<file path="src/rtl/errcnt_pkg.sv">
package errcnt_pkg;

  typedef enum logic {
    CNT_MODE_LINK = 1'b0,
    CNT_MODE_CRC  = 1'b1
  } cnt_mode_e;

  // Entry into a level condition: high now, low one cycle earlier.
  function automatic logic entered(input logic now_lvl, input logic last_lvl);
    return now_lvl & ~last_lvl;
  endfunction

endpackage

</file>
<file path="src/rtl/rise_det.sv">
module rise_det #(
  parameter int N = 2
) (
  input  logic         clk,
  input  logic         rst_n,
  input  logic [N-1:0] lvl,
  output logic [N-1:0] rise
);
  import errcnt_pkg::*;

  logic [N-1:0] lvl_q;

  always_ff @(posedge clk or negedge rst_n) begin
    if (!rst_n) lvl_q <= '0;
    else        lvl_q <= lvl;
  end

  for (genvar i = 0; i < N; i++) begin : g_bit
    assign rise[i] = entered(lvl[i], lvl_q[i]);

    // a level held high yields one event, never two in a row
    a_r8_one_per_entry: assert property (@(posedge clk) disable iff (!rst_n)
      rise[i] |=> !rise[i]);
  end

endmodule

</file>
<file path="src/rtl/sat_ctr.sv">
module sat_ctr #(
  parameter int W = 8
) (
  input  logic         clk,
  input  logic         rst_n,
  input  logic         zap,
  input  logic         clr,
  input  logic         inc,
  output logic [W-1:0] cnt
);
  localparam logic [W-1:0] MAXV = {W{1'b1}};
  localparam logic [W-1:0] ONE  = W'(1);

  // Priority: mode flip wipes, read restarts (keeping a same-cycle event),
  // otherwise a saturating step.
  function automatic logic [W-1:0] next_val(input logic [W-1:0] cur,
                                            input logic z, input logic c,
                                            input logic i);
    if (z)                  return '0;
    if (c)                  return i ? ONE : '0;
    if (i && cur != MAXV)   return cur + ONE;
    return cur;
  endfunction

  always_ff @(posedge clk or negedge rst_n) begin
    if (!rst_n) cnt <= '0;
    else        cnt <= next_val(cnt, zap, clr, inc);
  end

  a_r3_no_wrap: assert property (@(posedge clk) disable iff (!rst_n)
    (cnt == MAXV && !clr && !zap) |=> cnt == MAXV);

  a_r4_step: assert property (@(posedge clk) disable iff (!rst_n)
    (inc && !clr && !zap && cnt != MAXV) |=> cnt == $past(cnt) + ONE);

  a_r6_read_clear: assert property (@(posedge clk) disable iff (!rst_n)
    (clr && !inc && !zap) |=> cnt == '0);

  a_r9_read_keeps_event: assert property (@(posedge clk) disable iff (!rst_n)
    (clr && inc && !zap) |=> cnt == ONE);

  a_r12_idle_hold: assert property (@(posedge clk) disable iff (!rst_n)
    (!clr && !inc && !zap) |=> $stable(cnt));

endmodule

</file>
<file path="src/rtl/errcnt_reg.sv">
module errcnt_reg #(
  parameter int NARROW_W = 8
) (
  input  logic                  clk,
  input  logic                  rst_n,
  input  logic                  mode_crc,
  input  logic                  local_nok,
  input  logic                  remote_nok,
  input  logic                  crc_err,
  input  logic                  rd_stb,
  output logic [2*NARROW_W-1:0] rd_data
);
  import errcnt_pkg::*;

  localparam int WIDE_W = 2 * NARROW_W;

  cnt_mode_e cur_mode;
  logic      mode_q;
  logic      mode_flip;
  logic      link_mode, crc_mode;
  logic [1:0] nok_rise;
  logic      loc_inc, rem_inc, crc_inc;
  logic      link_clr, crc_clr;
  logic [NARROW_W-1:0] loc_cnt, rem_cnt;
  logic [WIDE_W-1:0]   crc_cnt;

  assign cur_mode  = cnt_mode_e'(mode_crc);
  assign link_mode = (cur_mode == CNT_MODE_LINK);
  assign crc_mode  = (cur_mode == CNT_MODE_CRC);

  always_ff @(posedge clk or negedge rst_n) begin
    if (!rst_n) mode_q <= 1'b0;
    else        mode_q <= mode_crc;
  end
  assign mode_flip = (mode_q != mode_crc);

  rise_det #(.N(2)) u_edges (
    .clk   (clk),
    .rst_n (rst_n),
    .lvl   ({local_nok, remote_nok}),
    .rise  (nok_rise)
  );

  assign loc_inc  = link_mode & nok_rise[1];
  assign rem_inc  = link_mode & nok_rise[0];
  assign crc_inc  = crc_mode & crc_err;
  assign link_clr = link_mode & rd_stb;
  assign crc_clr  = crc_mode & rd_stb;

  sat_ctr #(.W(NARROW_W)) u_loc (
    .clk(clk), .rst_n(rst_n), .zap(mode_flip), .clr(link_clr),
    .inc(loc_inc), .cnt(loc_cnt)
  );

  sat_ctr #(.W(NARROW_W)) u_rem (
    .clk(clk), .rst_n(rst_n), .zap(mode_flip), .clr(link_clr),
    .inc(rem_inc), .cnt(rem_cnt)
  );

  sat_ctr #(.W(WIDE_W)) u_crc (
    .clk(clk), .rst_n(rst_n), .zap(mode_flip), .clr(crc_clr),
    .inc(crc_inc), .cnt(crc_cnt)
  );

  assign rd_data = crc_mode ? crc_cnt : {loc_cnt, rem_cnt};

  a_r10_flip_clears: assert property (@(posedge clk) disable iff (!rst_n)
    mode_flip |=> rd_data == '0);

  a_r11_link_idle_in_crc: assert property (@(posedge clk) disable iff (!rst_n)
    (crc_mode && !mode_flip) |=> (loc_cnt == '0 && rem_cnt == '0));

  a_r11_crc_idle_in_link: assert property (@(posedge clk) disable iff (!rst_n)
    (link_mode && !mode_flip) |=> crc_cnt == '0);

  a_r6_crc_read_empties: assert property (@(posedge clk) disable iff (!rst_n)
    (rd_stb && crc_mode && !crc_err && !mode_flip) |=> rd_data == '0);

endmodule

</file>
<file path="config.mk">
export PLATFORM = sky130hd
export DESIGN_NAME = errcnt_reg
export DESIGN_NICKNAME = d
export VERILOG_FILES = /design/src/rtl/errcnt_pkg.sv /design/src/rtl/rise_det.sv /design/src/rtl/sat_ctr.sv /design/src/rtl/errcnt_reg.sv
export SDC_FILE = /design/constraint.sdc
export NUM_CORES = 1
export LEC_CHECK = 0
export ABC_AREA = 0
export BUFFER_PORTS_ARGS = -buffer_cell sky130_fd_sc_hd__buf_2
export CELL_PAD_IN_SITES_DETAIL_PLACEMENT = 2
export CELL_PAD_IN_SITES_GLOBAL_PLACEMENT = 2
export CORE_UTILIZATION = 34
export CTS_CLUSTER_SIZE = 20
export DETAILED_ROUTE_END_ITERATION = 8
export HOLD_SLACK_MARGIN = 0.12
export PLACE_DENSITY = 0.76
export SLEW_MARGIN = 10
export SYNTH_ARGS = -nofsm -noshare
export SYNTH_HDL_FRONTEND = slang
export SYNTH_HIERARCHICAL = 1
export SYNTH_SLANG_ARGS = --single-unit
</file>
<file path="constraint.sdc">
create_clock -name clk -period 1.66 [get_ports clk]
set_input_delay 0.249 -clock clk [delete_from_list [all_inputs] [get_ports clk]]
set_output_delay 0.249 -clock clk [all_outputs]
set_load 0.005 [all_outputs]
</file>
==> results.json <==
{
  "grt-ovfl-total": 0,
  "port-buffer-count": 22,
  "seq_area_frac_synth": 0.3840,
  "slew_headroom": 0.7003,
  "synthSimpleGateAreaFrac": 0.2545,
  "yosysWarnings": 6,
  "netlist_instances": 226,
  "worst_slew_pin_slew_ns": 0.4495,
  "worst_ep_required_time_ns": 1.88,
  "instances_no_fill": 354,
  "nNetsFinal": 286,
  "syn_avg_cell_area_um2": 10.09,
  "design.core.area_mm2": 0.006422,
  "initial_core_util": 0.3552,
  "io_pins": 23,
  "synth_area_leaders": "dfrtp_1 38%, mux2_2 7.9%, a21oi_1 4.4%, buf_6 3.9%, nand2_1 2.8%",
  "synth_nets": 236,
  "drc": 4,
  "final.min_clock_period_ns": 1.583,
  "powerDensity_mw_per_mm2": 728.2,
  "layout-drive-gt1-share": 0.3610,
  "synthTopCellsByCount": "35 x dfrtp_1, 20 x a21oi_1, 17 x nand2_1",
  "leakagePower_nw": 1.242,
  "synth.area.mux_share": 0.1009,
  "vias": 2052,
  "grt_usage": 0.2205,
  "path_class": "register to register",
  "gp_congestion": 0.7829,
  "tns_ns": 0,
  "synth_flop_cell": "dfrtp_1",
  "die_x_um": 83.91,
  "fill_cells": 698,
  "r2r_slack_ns": 0.08,
  "dp.cells": 342,
  "cts_tree": "yes",
  "clk_path_buf_depth": 2,
  "cp-end-kind": "register",
  "firstDrtPassIters": 7,
  "rows": 29,
  "cp-start-kind": "register",
  "synth_fa_ha_area_frac": 0.01646,
  "cp_max_fo": 14,
  "drv_cap": 0,
  "finClkSkew_ns": 0.01030,
  "netlist_area_mm2": 0.002281,
  "grt_pass1_wl_um": 12030,
  "ys_types": 46,
  "rsz0062_at_grt": "no",
  "finalSetupViolCount": 0,
  "synth_xor_area_frac": 0.003840,
  "synth_seq_cells": 35,
  "synth_top_family_by_area": "simple AND/OR/NAND/NOR gates",
  "path_clk_slew_ns": 0.08,
  "ff_latch_area_um2": 877.1,
  "cts_made_buffers": 5,
  "first_iter_violations": 60,
  "h-tree-depth": 2,
  "viasPerCell": 5.797,
  "die-area_mm2": 0.007040,
  "violations": "design-rule violations",
  "wl_per_cell_um": 20.39,
  "syn_to_final_growth_pct": 22.44,
  "status": "finished with violations",
  "grt_max_degree": 19,
  "grt_pass1_vias": 2246,
  "insertion_delay_ns": 0.30,
  "num_antenna_cells": 0,
  "clock.fmax_ghz": 0.6318,
  "hold_viol_final": 0,
  "synth_edf_count": 0,
  "die_h_um": 83.91,
  "drt_wl_total_um": 7218,
  "fin_crit_sh": 0.9535,
  "async_flop_share": 1.000,
  "root_buffer": "clkbuf_8",
  "synth_top_area_frac": 0.3840,
  "slew_viol_final": 0,
  "dp_hpwl_um": 5105,
  "antenna_found_initial": 0,
  "multi_input_area_mm2": 0.001279,
  "hp-class": "input pin to register",
  "vdd_drop_max_v": 0.0003372,
  "cts_num_sinks": 35,
  "total_power_w": 0.002034,
  "ant_nets": 0,
  "critPathArrivalTime_ns": 1.80,
  "synth_most_common_cell": "dfrtp_1",
  "yosysTopAreaCell": "dfrtp_1",
  "synth_compound_gate_area_share": 0.1777
}
## routing by layer
layer	part of all wire	track usage
met5	0	0
met4	0.011	0.06113
met3	0.027	0.03759
met2	0.50	0.3800
met1	0.47	0.2832
## critical path: stages (launching register included)
cell	delay (ns)
dfrtp_1	0.41
and3_2	0.27
and3_1	0.22
buf_12	0.15
a2111o_1	0.36
o21ai_1	0.10
## sequential cells by signal, indices dropped and copies added, names as in the netlist
register,flops
u_rem/cnt,8
u_crc/cnt,16
mode_q,1
u_edges/lvl_q,2
u_loc/cnt,8
## path summary, 6_finish.rpt
check,from,end,depth (start not counted)
setup / recovery,u_crc/cnt[9],u_crc/cnt[5],5
setup reg to reg,u_crc/cnt[9],u_crc/cnt[5],5
min in group asynchronous,rst_n,u_crc/cnt[0],2
max in group asynchronous,rst_n,u_loc/cnt[3],3
hold / removal,mode_crc,mode_q,2
hold reg to reg,u_loc/cnt[1],u_loc/cnt[1],2
## cell families (layout without fill, tap and decap cells)
kind of cell    Yosys count  count (layout)
simple gates             89              89
compound gates           59              59
flops                    35              35
mux                      21              21
buf+inv                  18              69
fa+ha+maj                 3               3
xor+xnor                  1               1
## metrics by stage
stage | area, um2 | hold WS, ns | setup WS (ns) | util
3_3_place_gp | 2601 | 0.2223 | 0.1078 | 0.4050
6_report | 2793 | 0.2981 | 0.07717 | 0.4348
3_5_place_dp | 2601 | 0.2267 | 0.06218 | 0.4050
2_1_floorplan | 2281 | -0.04659 | 0.008404 | -
4_1_cts | 2768 | 0.2930 | 0.04203 | 0.4309
5_1_grt | 2793 | 0.3029 | 0.01455 | 0.4348
## layout make-up
cell class,instances,share of cell area
Multi-Input combinational cell,173,0.4579
Sequential cell,35,0.3141
Timing Repair Buffer,56,0.1380
Tap cell,77,0.03450
Clock buffer,5,0.02464
Clock inverter,3,0.02419
Inverter,5,0.006720
## report_power, final
group	switching [W]	leakage (nW)	total, W	internal [W]
registers	0.0000101	0.479	0.000873	0.000863
clock network	0.000356	0.0644	0.000956	0.000599
logic	0.000118	0.699	0.000205	0.0000869
total	0.000485	1.24	0.00203	0.00155
## cells in the final DEF, fill, tap and decap left out, types with 4 or more instances in the layout
master,netlist,final
and3_1,8,6
nor3_1,9,9
nor2_1,4,4
clkbuf_8,0,5
nand4_1,6,6
mux2_2,16,16
mux2i_1,5,5
nand3_1,7,6
buf_2,0,22
nand2_1,17,17
a21oi_1,20,20
a211oi_1,8,8
dfrtp_1,35,34
inv_1,5,5
and4_4,4,4
o21ai_1,5,5
buf_4,4,30
a31oi_1,8,8
## repair_timing
| action | 4_1_cts | 5_1_grt |
|---|---|---|
| endpoints found under the setup margin | 0 | 7 |
| setup buffers | 0 | 1 |
| hold buffers | 3 | 0 |
| gates resized for setup | 0 | 6 |
| hold endpoints to repair | 18 | 0 |
Note: power is estimated with default switching activity, not from simulation.
